==> config.mk <==
export PLATFORM = sky130hd
export DESIGN_NAME = host_mailbox
export DESIGN_NICKNAME = d
export VERILOG_FILES = /design/src/rtl/mbox_pkg.sv /design/src/rtl/mbox_ctrl.sv /design/src/rtl/mbox_dp.sv /design/src/rtl/host_mailbox.sv
export SDC_FILE = /design/constraint.sdc
export NUM_CORES = 1
export LEC_CHECK = 0
export BUFFER_PORTS_ARGS = -buffer_cell sky130_fd_sc_hd__buf_4
export CAP_MARGIN = 25
export CORE_UTILIZATION = 40
export CTS_BUF_LIST = sky130_fd_sc_hd__clkbuf_4 sky130_fd_sc_hd__clkbuf_8
export DETAILED_ROUTE_END_ITERATION = 8
export PLACE_DENSITY_LB_ADDON = 0.3
export SYNTH_ARGS = -nofsm -noshare
export SYNTH_HDL_FRONTEND = slang
export SYNTH_HIERARCHICAL = 1
export SYNTH_SLANG_ARGS = --single-unit
==> constraint.sdc <==
create_clock -name clk -period 1.8 [get_ports clk]
set_clock_uncertainty 0.05 [all_clocks]
set_input_delay 0.36 -clock clk [delete_from_list [all_inputs] [get_ports clk]]
set_output_delay 0.36 -clock clk [all_outputs]
set_load 0.02 [all_outputs]
==> src/rtl/mbox_pkg.sv <==
package mbox_pkg;

  typedef struct packed {
    logic hostCmdWr;
    logic hostDataWr;
    logic hostStatRd;
    logic hostDataRd;
    logic copCmdRd;
    logic copDataRd;
    logic copDataWr;
    logic copStatWr;
    logic copSetCmdEmpty;
    logic clearAll;
  } mbox_strobe_t;

  localparam logic [2:0] COP_CMD   = 3'd0;
  localparam logic [2:0] COP_DFH   = 3'd1;
  localparam logic [2:0] COP_DTH   = 3'd2;
  localparam logic [2:0] COP_STAT  = 3'd3;
  localparam logic [2:0] COP_FLAGS = 3'd4;
  localparam logic [2:0] COP_CTRL  = 3'd5;
  localparam logic [2:0] COP_VEC   = 3'd6;

  localparam int SEQ_LEN = 6;
  localparam logic [4:0] FLAGS_RESET = 5'b11010;

  function automatic logic [7:0] seqByte(input logic [2:0] idx);
    case (idx)
      3'd0: seqByte = 8'h7E;
      3'd1: seqByte = 8'h55;
      3'd2: seqByte = 8'h0F;
      3'd3: seqByte = 8'h70;
      3'd4: seqByte = 8'h2A;
      3'd5: seqByte = 8'h7E;
      default: seqByte = 8'h00;
    endcase
  endfunction

endpackage

==> src/rtl/mbox_ctrl.sv <==
module mbox_ctrl
  import mbox_pkg::*;
#(
  parameter int RST_CYCLES = 4
) (
  input  logic         clk,
  input  logic         rst_n,
  input  logic         hostWrEn,
  input  logic         hostRdEn,
  input  logic         hostSel,
  input  logic [7:0]   hostWrData,
  input  logic         hostIrqAck,
  input  logic         copWrEn,
  input  logic         copRdEn,
  input  logic [2:0]   copAddr,
  input  logic [7:0]   copWrData,
  input  logic         resetSeqEnable,
  output mbox_strobe_t strb,
  output logic         copReset,
  output logic         irqEn,
  output logic         irqPend,
  output logic [7:0]   vecReg
);

  localparam int CNT_W = $clog2(RST_CYCLES + 1);
  localparam logic [CNT_W-1:0] CNT_LOAD = CNT_W'(RST_CYCLES - 1);
  localparam logic [2:0] LAST_IDX = 3'(SEQ_LEN - 1);

  logic [2:0]       seqIdx;
  logic [CNT_W-1:0] rstCnt;
  logic             seqHit, seqDone, ackNow, vecWr;

  assign ackNow = hostIrqAck && irqPend;
  assign vecWr  = copWrEn && (copAddr == COP_VEC);

  always_comb begin
    strb.hostCmdWr      = hostWrEn && !hostSel;
    strb.hostDataWr     = hostWrEn && hostSel;
    strb.hostStatRd     = hostRdEn && !hostSel && !ackNow;
    strb.hostDataRd     = hostRdEn && hostSel && !ackNow;
    strb.copCmdRd       = copRdEn && (copAddr == COP_CMD);
    strb.copDataRd      = copRdEn && (copAddr == COP_DFH);
    strb.copDataWr      = copWrEn && (copAddr == COP_DTH);
    strb.copStatWr      = copWrEn && (copAddr == COP_STAT);
    strb.copSetCmdEmpty = copWrEn && (copAddr == COP_CTRL) && copWrData[1];
    strb.clearAll       = copReset;
  end

  assign seqHit  = strb.hostCmdWr && (hostWrData == seqByte(seqIdx));
  assign seqDone = seqHit && (seqIdx == LAST_IDX);

  // pattern matcher
  always_ff @(posedge clk) begin
    if (!rst_n || copReset) begin
      seqIdx <= 3'd0;
    end else if (strb.hostCmdWr) begin
      if (seqDone)     seqIdx <= 3'd0;
      else if (seqHit) seqIdx <= seqIdx + 3'd1;
      else             seqIdx <= (hostWrData == seqByte(3'd0)) ? 3'd1 : 3'd0;
    end
  end

  // reset pulse generator
  always_ff @(posedge clk) begin
    if (!rst_n) begin
      rstCnt   <= '0;
      copReset <= 1'b0;
    end else if (seqDone && resetSeqEnable && !copReset) begin
      rstCnt   <= CNT_LOAD;
      copReset <= 1'b1;
    end else if (rstCnt != '0) begin
      rstCnt   <= rstCnt - 1'b1;
    end else begin
      copReset <= 1'b0;
    end
  end

  // interrupt control
  always_ff @(posedge clk) begin
    if (!rst_n || copReset) begin
      irqEn   <= 1'b0;
      irqPend <= 1'b0;
      vecReg  <= 8'h00;
    end else begin
      if (copWrEn && (copAddr == COP_CTRL)) irqEn <= copWrData[0];
      if (vecWr && irqEn) begin
        irqPend <= 1'b1;
        vecReg  <= copWrData;
      end else if (ackNow) begin
        irqPend <= 1'b0;
      end
    end
  end


  rst_after_seq_chk: assert property (@(posedge clk) disable iff (!rst_n)
    $rose(copReset) |-> $past(hostWrEn && !hostSel && hostWrData == 8'h7E));

  rst_needs_enable_chk: assert property (@(posedge clk) disable iff (!rst_n)
    $rose(copReset) |-> $past(resetSeqEnable));

  irq_needs_enable_chk: assert property (@(posedge clk) disable iff (!rst_n)
    $rose(irqPend) |-> $past(irqEn && copWrEn));

  ack_clears_chk: assert property (@(posedge clk) disable iff (!rst_n)
    (hostIrqAck && irqPend && !vecWr) |=> !irqPend);

endmodule

==> src/rtl/mbox_dp.sv <==
module mbox_dp
  import mbox_pkg::*;
(
  input  logic         clk,
  input  logic         rst_n,
  input  mbox_strobe_t strb,
  input  logic         hostSel,
  input  logic [7:0]   hostWrData,
  input  logic         hostIrqAck,
  input  logic [2:0]   copAddr,
  input  logic [7:0]   copWrData,
  input  logic         irqEn,
  input  logic         irqPend,
  input  logic [7:0]   vecReg,
  output logic [7:0]   hostRdData,
  output logic [7:0]   copRdData
);

  logic [7:0] cmdByte, dfhByte, dthByte, statByte;
  logic       cmdAvail, cmdEmpty, dfhAvail, dthEmpty, statEmpty;
  logic [4:0] flags;

  assign flags = {statEmpty, dthEmpty, dfhAvail, cmdEmpty, cmdAvail};

  always_ff @(posedge clk) begin
    if (!rst_n) begin
      cmdByte  <= 8'h00;
      dfhByte  <= 8'h00;
      dthByte  <= 8'h00;
      statByte <= 8'h00;
    end else begin
      if (strb.hostCmdWr)  cmdByte  <= hostWrData;
      if (strb.hostDataWr) dfhByte  <= hostWrData;
      if (strb.copDataWr)  dthByte  <= copWrData;
      if (strb.copStatWr)  statByte <= copWrData;
    end
  end

  always_ff @(posedge clk) begin
    if (!rst_n || strb.clearAll) begin
      {statEmpty, dthEmpty, dfhAvail, cmdEmpty, cmdAvail} <= FLAGS_RESET;
    end else begin
      if (strb.hostCmdWr)           cmdAvail <= 1'b1;
      else if (strb.copCmdRd)       cmdAvail <= 1'b0;
      if (strb.hostCmdWr)           cmdEmpty <= 1'b0;
      else if (strb.copSetCmdEmpty) cmdEmpty <= 1'b1;
      if (strb.hostDataWr)          dfhAvail <= 1'b1;
      else if (strb.copDataRd)      dfhAvail <= 1'b0;
      if (strb.copDataWr)           dthEmpty <= 1'b0;
      else if (strb.hostDataRd)     dthEmpty <= 1'b1;
      if (strb.copStatWr)           statEmpty <= 1'b0;
      else if (strb.hostStatRd)     statEmpty <= 1'b1;
    end
  end

  always_comb begin
    if (hostIrqAck && irqPend) hostRdData = vecReg;
    else if (hostSel)          hostRdData = dthByte;
    else                       hostRdData = statByte;
  end

  always_comb begin
    case (copAddr)
      COP_CMD:   copRdData = cmdByte;
      COP_DFH:   copRdData = dfhByte;
      COP_FLAGS: copRdData = {3'b000, flags};
      COP_CTRL:  copRdData = {7'b0, irqEn};
      default:   copRdData = 8'h00;
    endcase
  end


  clear_flags_chk: assert property (@(posedge clk) disable iff (!rst_n)
    strb.clearAll |=> (flags == FLAGS_RESET));

  cmd_empty_src_chk: assert property (@(posedge clk) disable iff (!rst_n)
    $rose(cmdEmpty) |-> $past(strb.copSetCmdEmpty || strb.clearAll));

  dfh_fall_chk: assert property (@(posedge clk) disable iff (!rst_n)
    $fell(dfhAvail) |-> $past(strb.copDataRd || strb.clearAll));

  cmd_avail_rise_chk: assert property (@(posedge clk) disable iff (!rst_n)
    $rose(cmdAvail) |-> $past(strb.hostCmdWr));

endmodule

==> src/rtl/host_mailbox.sv <==
module host_mailbox
  import mbox_pkg::*;
#(
  parameter int RST_CYCLES = 4
) (
  input  logic       clk,
  input  logic       rst_n,
  input  logic       hostWrEn,
  input  logic       hostRdEn,
  input  logic       hostSel,
  input  logic [7:0] hostWrData,
  output logic [7:0] hostRdData,
  output logic       hostIrq,
  input  logic       hostIrqAck,
  input  logic       copWrEn,
  input  logic       copRdEn,
  input  logic [2:0] copAddr,
  input  logic [7:0] copWrData,
  output logic [7:0] copRdData,
  input  logic       resetSeqEnable,
  output logic       copReset
);

  mbox_strobe_t strb;
  logic         irqEn, irqPend;
  logic [7:0]   vecReg;

  mbox_ctrl #(.RST_CYCLES(RST_CYCLES)) ctrl_i (
    .clk(clk), .rst_n(rst_n),
    .hostWrEn(hostWrEn), .hostRdEn(hostRdEn), .hostSel(hostSel),
    .hostWrData(hostWrData), .hostIrqAck(hostIrqAck),
    .copWrEn(copWrEn), .copRdEn(copRdEn), .copAddr(copAddr),
    .copWrData(copWrData), .resetSeqEnable(resetSeqEnable),
    .strb(strb), .copReset(copReset), .irqEn(irqEn),
    .irqPend(irqPend), .vecReg(vecReg)
  );

  mbox_dp dp_i (
    .clk(clk), .rst_n(rst_n), .strb(strb), .hostSel(hostSel),
    .hostWrData(hostWrData), .hostIrqAck(hostIrqAck),
    .copAddr(copAddr), .copWrData(copWrData), .irqEn(irqEn),
    .irqPend(irqPend), .vecReg(vecReg),
    .hostRdData(hostRdData), .copRdData(copRdData)
  );

  assign hostIrq = irqPend;

endmodule

==> impl_metrics.ini, run 1 <==
[logic_synthesis]
synth_top_flop_cell = dfxtp_1
synth_top_family_by_area = simple AND/OR/NAND/NOR gates
ys_async_sr_fraction = 0
synth_top_area_frac = 0.3850
synth_compound_area_frac = 0.08378
yosysTopAreaCell = dfxtp_1
synth.distinct_cells = 43
synthMuxAreaShare = 0.2148
syn_nets = 331
yosys.area_share.adder = 0.03565
synth_warnings = 6
yosys_register_bits = 54
postSynthCellCount = 295
synth-xor-area-share = 0.009358
syn-mean-instance-area_um2 = 9.518
synth.area.top_cells = dfxtp_1, mux2i_1, nor2b_1, ha_1, nor2_1
synth_edf_count = 0
synth_area_um2 = 2808
synthSimpleGateAreaFrac = 0.2250
yosysSeqAreaShare = 0.3850

[min_path]
whs_path_depth = 3
hold_path.class = input port to flip-flop
hp-start = copWrData[4]
hold_end = ctrl_i/vecReg[4]

[run_status]
outcome = finished with violations
violations = setup timing

[global_routing]
grt_max_degree = 21
antenna_found_initial = 0
grt_pass1_wl_um = 10610
grt_usage = 0.1863
grt_pass1_vias = 2235
overflow = 0

[power_and_ir_drop]
clockPowerShare = 0.321
ir_drop_mv = 0.3271
pwr-share-seq = 0.490
power_density_nw_per_um2 = 723.1
p_comb_frac = 0.189
p_leak_nw = 1.507
p_int_mw = 1.926
switching_power_mw = 0.6826
switching_share = 0.2617

[routing]
via_per_inst = 4.914
num_vias = 2226
drt-total-wl_um = 6445
first_pass_iters = 4
wl_per_cell_um = 14.23
dr.first_iter.drc_count = 51
drtAntennaViolNets = 0
drc = 0

[placed_design]
place.gp.congestion = 0.7769
io_buffers = 45
dpl.hpwl_um = 4528
dp_cells = 442

[critical_path]
r2r-end = ctrl_i/seqIdx[2]
reg2regPathDepth = 7
r2r_start = ctrl_i/seqIdx[0]
cp-startpoint = ctrl_i/seqIdx[0]
cp_max_fo = 6
worstPathRequired_ns = 2.01
critPathKind = flip-flop to flip-flop
critPathLaunchType = flip-flop
rrSetupSlack_ns = -0.16
end_kind = flip-flop
cp.arrival_ns = 2.17

[cts]
clock_latency_ns = 0.31
htree_num_levels = 2
cts_root_buffer = clkbuf_8
clk_path_buf_depth = 2
hold_buffers = 0
cts.clk_slew.worst_paths_ns = 0.10
numCtsBuffers = 5
cts_sinks = 54
cts_tree = built

[flow_run]
maxCapViolCount = 0

[finish]
nets = 392
final_cell_mix = buf_4, mux2i_1, dfxtp_1
drive_gt1_frac = 0.2997
antenna_cells = 0
layout_commonest_cell = buf_4
final-instance-count-excl-fill = 453
syn_to_final_growth_pct = 28.48
n_fill_cell = 660

[timing]
rsz0062_at_grt = yes
slew_headroom = 0.7432
worst_slack_ns = -0.1610
setup-tns-final_ns = -0.8543
setup_viol = 7
fmax_ghz = 0.5099
max_slew.worst_pin.slew_ns = 0.3844
fin_crit_ns = 1.961
drv_slew = 0
hold_viol = 0
period_share = 1.089

[floorplan]
coreArea_um2 = 6794
die_y_um = 85.78
die_w_um = 85.78
rows = 30
start_util = 0.4133
dieArea_um2 = 7358
io_pins = 46
-- critical path, cell delays in order (launching register included) --
cell and delay, ns:
dfxtp_4 0.41, inv_2 0.07, o41a_1 0.43, a221oi_2 0.26, nand4_2 0.19, buf_6 0.17
nor3b_4 0.18, a22o_2 0.15
-- flip-flops by register name, indices dropped and copies added (netlist names) --
register	flops
ctrl_i/copReset	1
ctrl_i/irqEn	1
ctrl_i/irqPend	1
ctrl_i/rstCnt	3
ctrl_i/seqIdx	3
ctrl_i/vecReg	8
dp_i/cmdAvail	1
dp_i/cmdByte	8
dp_i/cmdEmpty	1
dp_i/dfhAvail	1
dp_i/dfhByte	8
dp_i/dthByte	8
dp_i/dthEmpty	1
dp_i/statByte	8
dp_i/statEmpty	1
-- stage by stage --
stage | total power, mW | hold slack [ns] | instance area, um2 | worst slack [ns] | util
CTS | 2.639 | 0.2293 | 3576 | -0.1781 | 0.5263
floorplan | 1.614 | 0.4051 | 2815 | 0.003349 | -
detailed placement | 1.779 | 0.4257 | 3353 | -0.1618 | 0.4936
global placement | 1.766 | 0.4150 | 3353 | -0.08654 | 0.4936
finish | 2.608 | 0.2434 | 3607 | -0.1610 | 0.5309
global route | 2.737 | 0.2437 | 3607 | -0.2340 | 0.5309
-- cells in the mapped netlist, types with 3 or more instances --
cell type  count
ha_1           8
dfxtp_1       54
mux2i_1       58
nor3_1         3
nand2_1       11
nor2b_1       37
and2_1         3
o21ai_0       14
a21oi_1        5
o32ai_1        4
inv_1         11
nor3b_1        4
clkbuf_1       5
xnor2_1        3
nor2_1        22
nand3_1        8
nand2b_1       5
buf_2          7
o21a_1         5
-- layer usage --
metal	share of wire	GRT usage
met5	0	0
met4	0.012	0.05909
met3	0.044	0.04524
met2	0.49	0.3251
met1	0.46	0.2261
-- timing repair --
item                       CTS  global route
gates cloned                 0             0
gates resized for setup     22             8
setup endpoints to repair    8            11
setup buffers                3             0
pin swaps                    9            12
-- area by class of cell --
| class | instances | area, um2 | area share |
|---|---|---|---|
| clock buffer | 6 | 76.32 | 0.02116 |
| clock inverter | 2 | 37.54 | 0.01041 |
| inverter | 12 | 45.04 | 0.01249 |
| multi-input combinational | 213 | 1694 | 0.4696 |
| sequential | 54 | 1090 | 0.3021 |
| tap | 96 | 120.1 | 0.03330 |
| timing repair buffer | 70 | 544.3 | 0.1509 |
-- worst max-delay path by stage --
stage	cells after the start	slack (ns)	to
after global placement	8	-0.09	ctrl_i/rstCnt[1]
after CTS	8	-0.18	ctrl_i/rstCnt[1]
after floorplan	6	0.003	ctrl_i/seqIdx[0]
after detailed placement	8	-0.16	ctrl_i/rstCnt[1]
final	7	-0.16	ctrl_i/seqIdx[2]
after global routing	9	-0.23	ctrl_i/seqIdx[1]
-- power groups by stage --
stage	combinational (mW)	sequential (mW)	clock, mW
6_report	0.492	1.28	0.838
5_1_grt	0.547	1.29	0.902
4_1_cts	0.489	1.28	0.871
3_5_place_dp	0.469	1.31	0
3_3_place_gp	0.455	1.31	0
2_1_floorplan	0.310	1.30	0
-- cells by family after synthesis --
| family | after synthesis |
|---|---|
| xor+xnor | 3 |
| mux | 59 |
| flops | 54 |
| buf+inv | 28 |
| fa+ha+maj | 8 |
| simple gates | 108 |
| compound gates | 35 |
Note: power is estimated with default switching activity, not from simulation.
==> run 2: changes to the inputs <==
CORE_MARGIN = 5   (was default)
SKIP_CTS_REPAIR_TIMING = 1   (was default)
SYNTH_HIERARCHICAL = default   (was 1)
==> run 2 against run 1 <==
Effect of this change:
- non-clock buffer count shrank 1
- the run still ends with setup timing left
- sequential share of layout area grew 2.2 points
- synthesized area decreased by 4.8%
- die area grew 14%
- combinational power decreased by 11%
- core utilization fell by 0.80 points
- total power fell by 8.6%
- critical endpoint is now ctrl_i.seqIdx[2]
- sequential cell count unchanged
- clock-buffer cell count stayed put
- first-iteration DRC count grew to 2.7 times the previous value
- critical path depth shrank 1
- via count increased by 8.8%
==> impl_metrics.ini, run 2 <==
[run_status]
outcome = finished with violations
violations = setup timing

[logic_synthesis]
synthMuxAreaShare = 0.09082
synth_warnings = 0
yosys.area_share.adder = 0.03277
synth.most_common_cell = nand2_1
synth_top_family_by_area = simple AND/OR/NAND/NOR gates
postSynthCellCount = 325
yosysTopAreaCell = dfxtp_1
syn_nets = 360
synth_compound_area_frac = 0.1863
synth_top_area_frac = 0.4045
synth.distinct_cells = 47
synth_area_um2 = 2673
yosysSeqAreaShare = 0.4045
synth-xor-area-share = 0.009831
ys_async_sr_fraction = 0
syn-mean-instance-area_um2 = 8.223
synth_commonest_cells = nand2_1, dfxtp_1, a21boi_0, nor2_1, mux2i_1
synth.area.top_cells = dfxtp_1, nand2_1, mux2i_1, a21boi_0, nor2_1
yosys_register_bits = 54
synthSimpleGateAreaFrac = 0.2374
synth_edf_count = 0
synth_top_flop_cell = dfxtp_1

[routing]
first_pass_iters = 4
drc = 0
dr.first_iter.drc_count = 140
via_per_inst = 5.265
drtAntennaViolNets = 0
num_vias = 2422
wl_per_cell_um = 14.50
drt-total-wl_um = 6669

[critical_path]
cp.arrival_ns = 2.04
reg2regPathDepth = 6
path_cells = buf_6 > or4b_4 > o21ai_2 > o221ai_2 > a211o_1 > o31ai_2
cp_max_fo = 6
crit_family = compound AO/OA/AOI/OAI gates
r2r_start = ctrl_i.seqIdx[0]
critPathKind = flip-flop to flip-flop
rrSetupSlack_ns = -0.07
cpPeakStageDelay_ns = 0.45
critPathLaunchType = flip-flop
r2r-end = ctrl_i.seqIdx[2]
crit_slowest_cell = or4b_4
crit_buf_inv = 1
worstPathRequired_ns = 1.97
end_kind = flip-flop

[global_routing]
grt_max_degree = 37
overflow = 0
grt_pass1_vias = 2238
antenna_found_initial = 0
grt_usage = 0.1599
grt_pass1_wl_um = 11050

[floorplan]
start_util = 0.4161
rows = 29
die_w_um = 91.74
die_y_um = 91.74
coreArea_um2 = 6422
dieArea_um2 = 8416
io_pins = 46

[min_path]
hold_end = ctrl_i.vecReg[5]
hp-start = copWrData[5]
hold_path.class = input port to flip-flop
whs_path_depth = 3

[finish]
nets = 418
layout_commonest_cell = nand2_1
syn_to_final_growth_pct = 25.66
n_fill_cell = 616
fin_util = 0.5229
antenna_cells = 0
final_cell_mix = nand2_1, buf_4, dfxtp_1
drive_gt1_frac = 0.2507

[power_and_ir_drop]
power_density_nw_per_um2 = 710.1
p_leak_nw = 1.385
ir_drop_mv = 0.3802

[placed_design]
dp_slack_ns = -0.1369
place.gp.congestion = 0.8391
io_buffers = 45
dpl.hpwl_um = 4866

[cts]
numCtsBuffers = 5
clk_path_buf_depth = 2
cts_tree = built
cts.clk_slew.worst_paths_ns = 0.09
cts_sinks = 54
cts_root_buffer = clkbuf_8
htree_num_levels = 2
clock_latency_ns = 0.30

[timing]
fin_crit_ns = 1.874
slew_headroom = 0.7656
setup-tns-final_ns = -0.1643
fmax_ghz = 0.5335
worst_slack_ns = -0.07440
hold_viol = 0
period_share = 1.041
drv_slew = 0
setup_viol = 5
max_slew.worst_pin.slew_ns = 0.3509
rsz0062_at_grt = yes

[flow_run]
maxCapViolCount = 0
-- run 2: report_power, final --
part | switching, mW | leakage, nW | internal (mW)
Clock | 0.383 | 0.0407 | 0.283
Combinational | 0.232 | 0.902 | 0.208
Sequential | 0.0260 | 0.442 | 1.25
-- run 2: worst register-to-register path, cell delays in order (launching register included) --
cell      delay [ns]
dfxtp_4         0.39
buf_6           0.11
or4b_4          0.45
o21ai_2         0.13
o221ai_2        0.14
a211o_1         0.33
o31ai_2         0.19
-- run 2: worst max-delay path by stage --
| stage | slack [ns] | to | start | cells after the start |
|---|---|---|---|---|
| after floorplan | 0.01 | hostRdData[0] | hostSel | 3 |
| after global placement | -0.1 | ctrl_i.seqIdx[0] | hostWrData[1] | 6 |
| after detailed placement | -0.14 | ctrl_i.seqIdx[2] | hostWrData[1] | 6 |
| after CTS | -0.15 | hostRdData[4] | ctrl_i.irqPend | 3 |
| after global routing | -0.19 | ctrl_i.seqIdx[2] | ctrl_i.seqIdx[0] | 7 |
| final | -0.07 | ctrl_i.seqIdx[2] | ctrl_i.seqIdx[0] | 6 |
-- run 2: area by class of cell --
class,instances,area [um2],area share
Multi-Input combinational cell,247,1531,0.4560
Sequential cell,54,1090,0.3245
Timing Repair Buffer,69,534.3,0.1591
Tap cell,77,96.34,0.02869
Clock buffer,6,76.32,0.02273
Inverter,6,22.52,0.006706
Clock inverter,1,7.507,0.002235
-- run 2: logic make-up after synthesis --
group | after synthesis
buffers and inverters | 25
adders and majority gates | 7
AOI/OAI and AO/OA | 72
DFF | 54
xor gates and xnor gates | 3
muxes | 23
and+or+nand+nor | 141
-- run 2: through the flow --
step / instance area (um2) / hold slack (ns) / power, mW / instances
2_1_floorplan: 2680 / 0.3844 / 1.585 / 325
3_5_place_dp: 3219 / 0.3967 / 1.748 / 451
3_3_place_gp: 3219 / 0.3922 / 1.738 / 451
5_1_grt: 3358 / 0.2607 / 2.508 / 460
4_1_cts: 3303 / 0.2584 / 2.406 / 458
6_report: 3358 / 0.2627 / 2.385 / 460
-- run 2: per-layer routing --
layer,vias up,track usage,routed length [um]
met3,10,0.03028,468
met1,1113,0.2193,3075
li1,1227,-,-
met5,-,0,0
met4,0,0.05074,87
met2,72,0.2544,3038
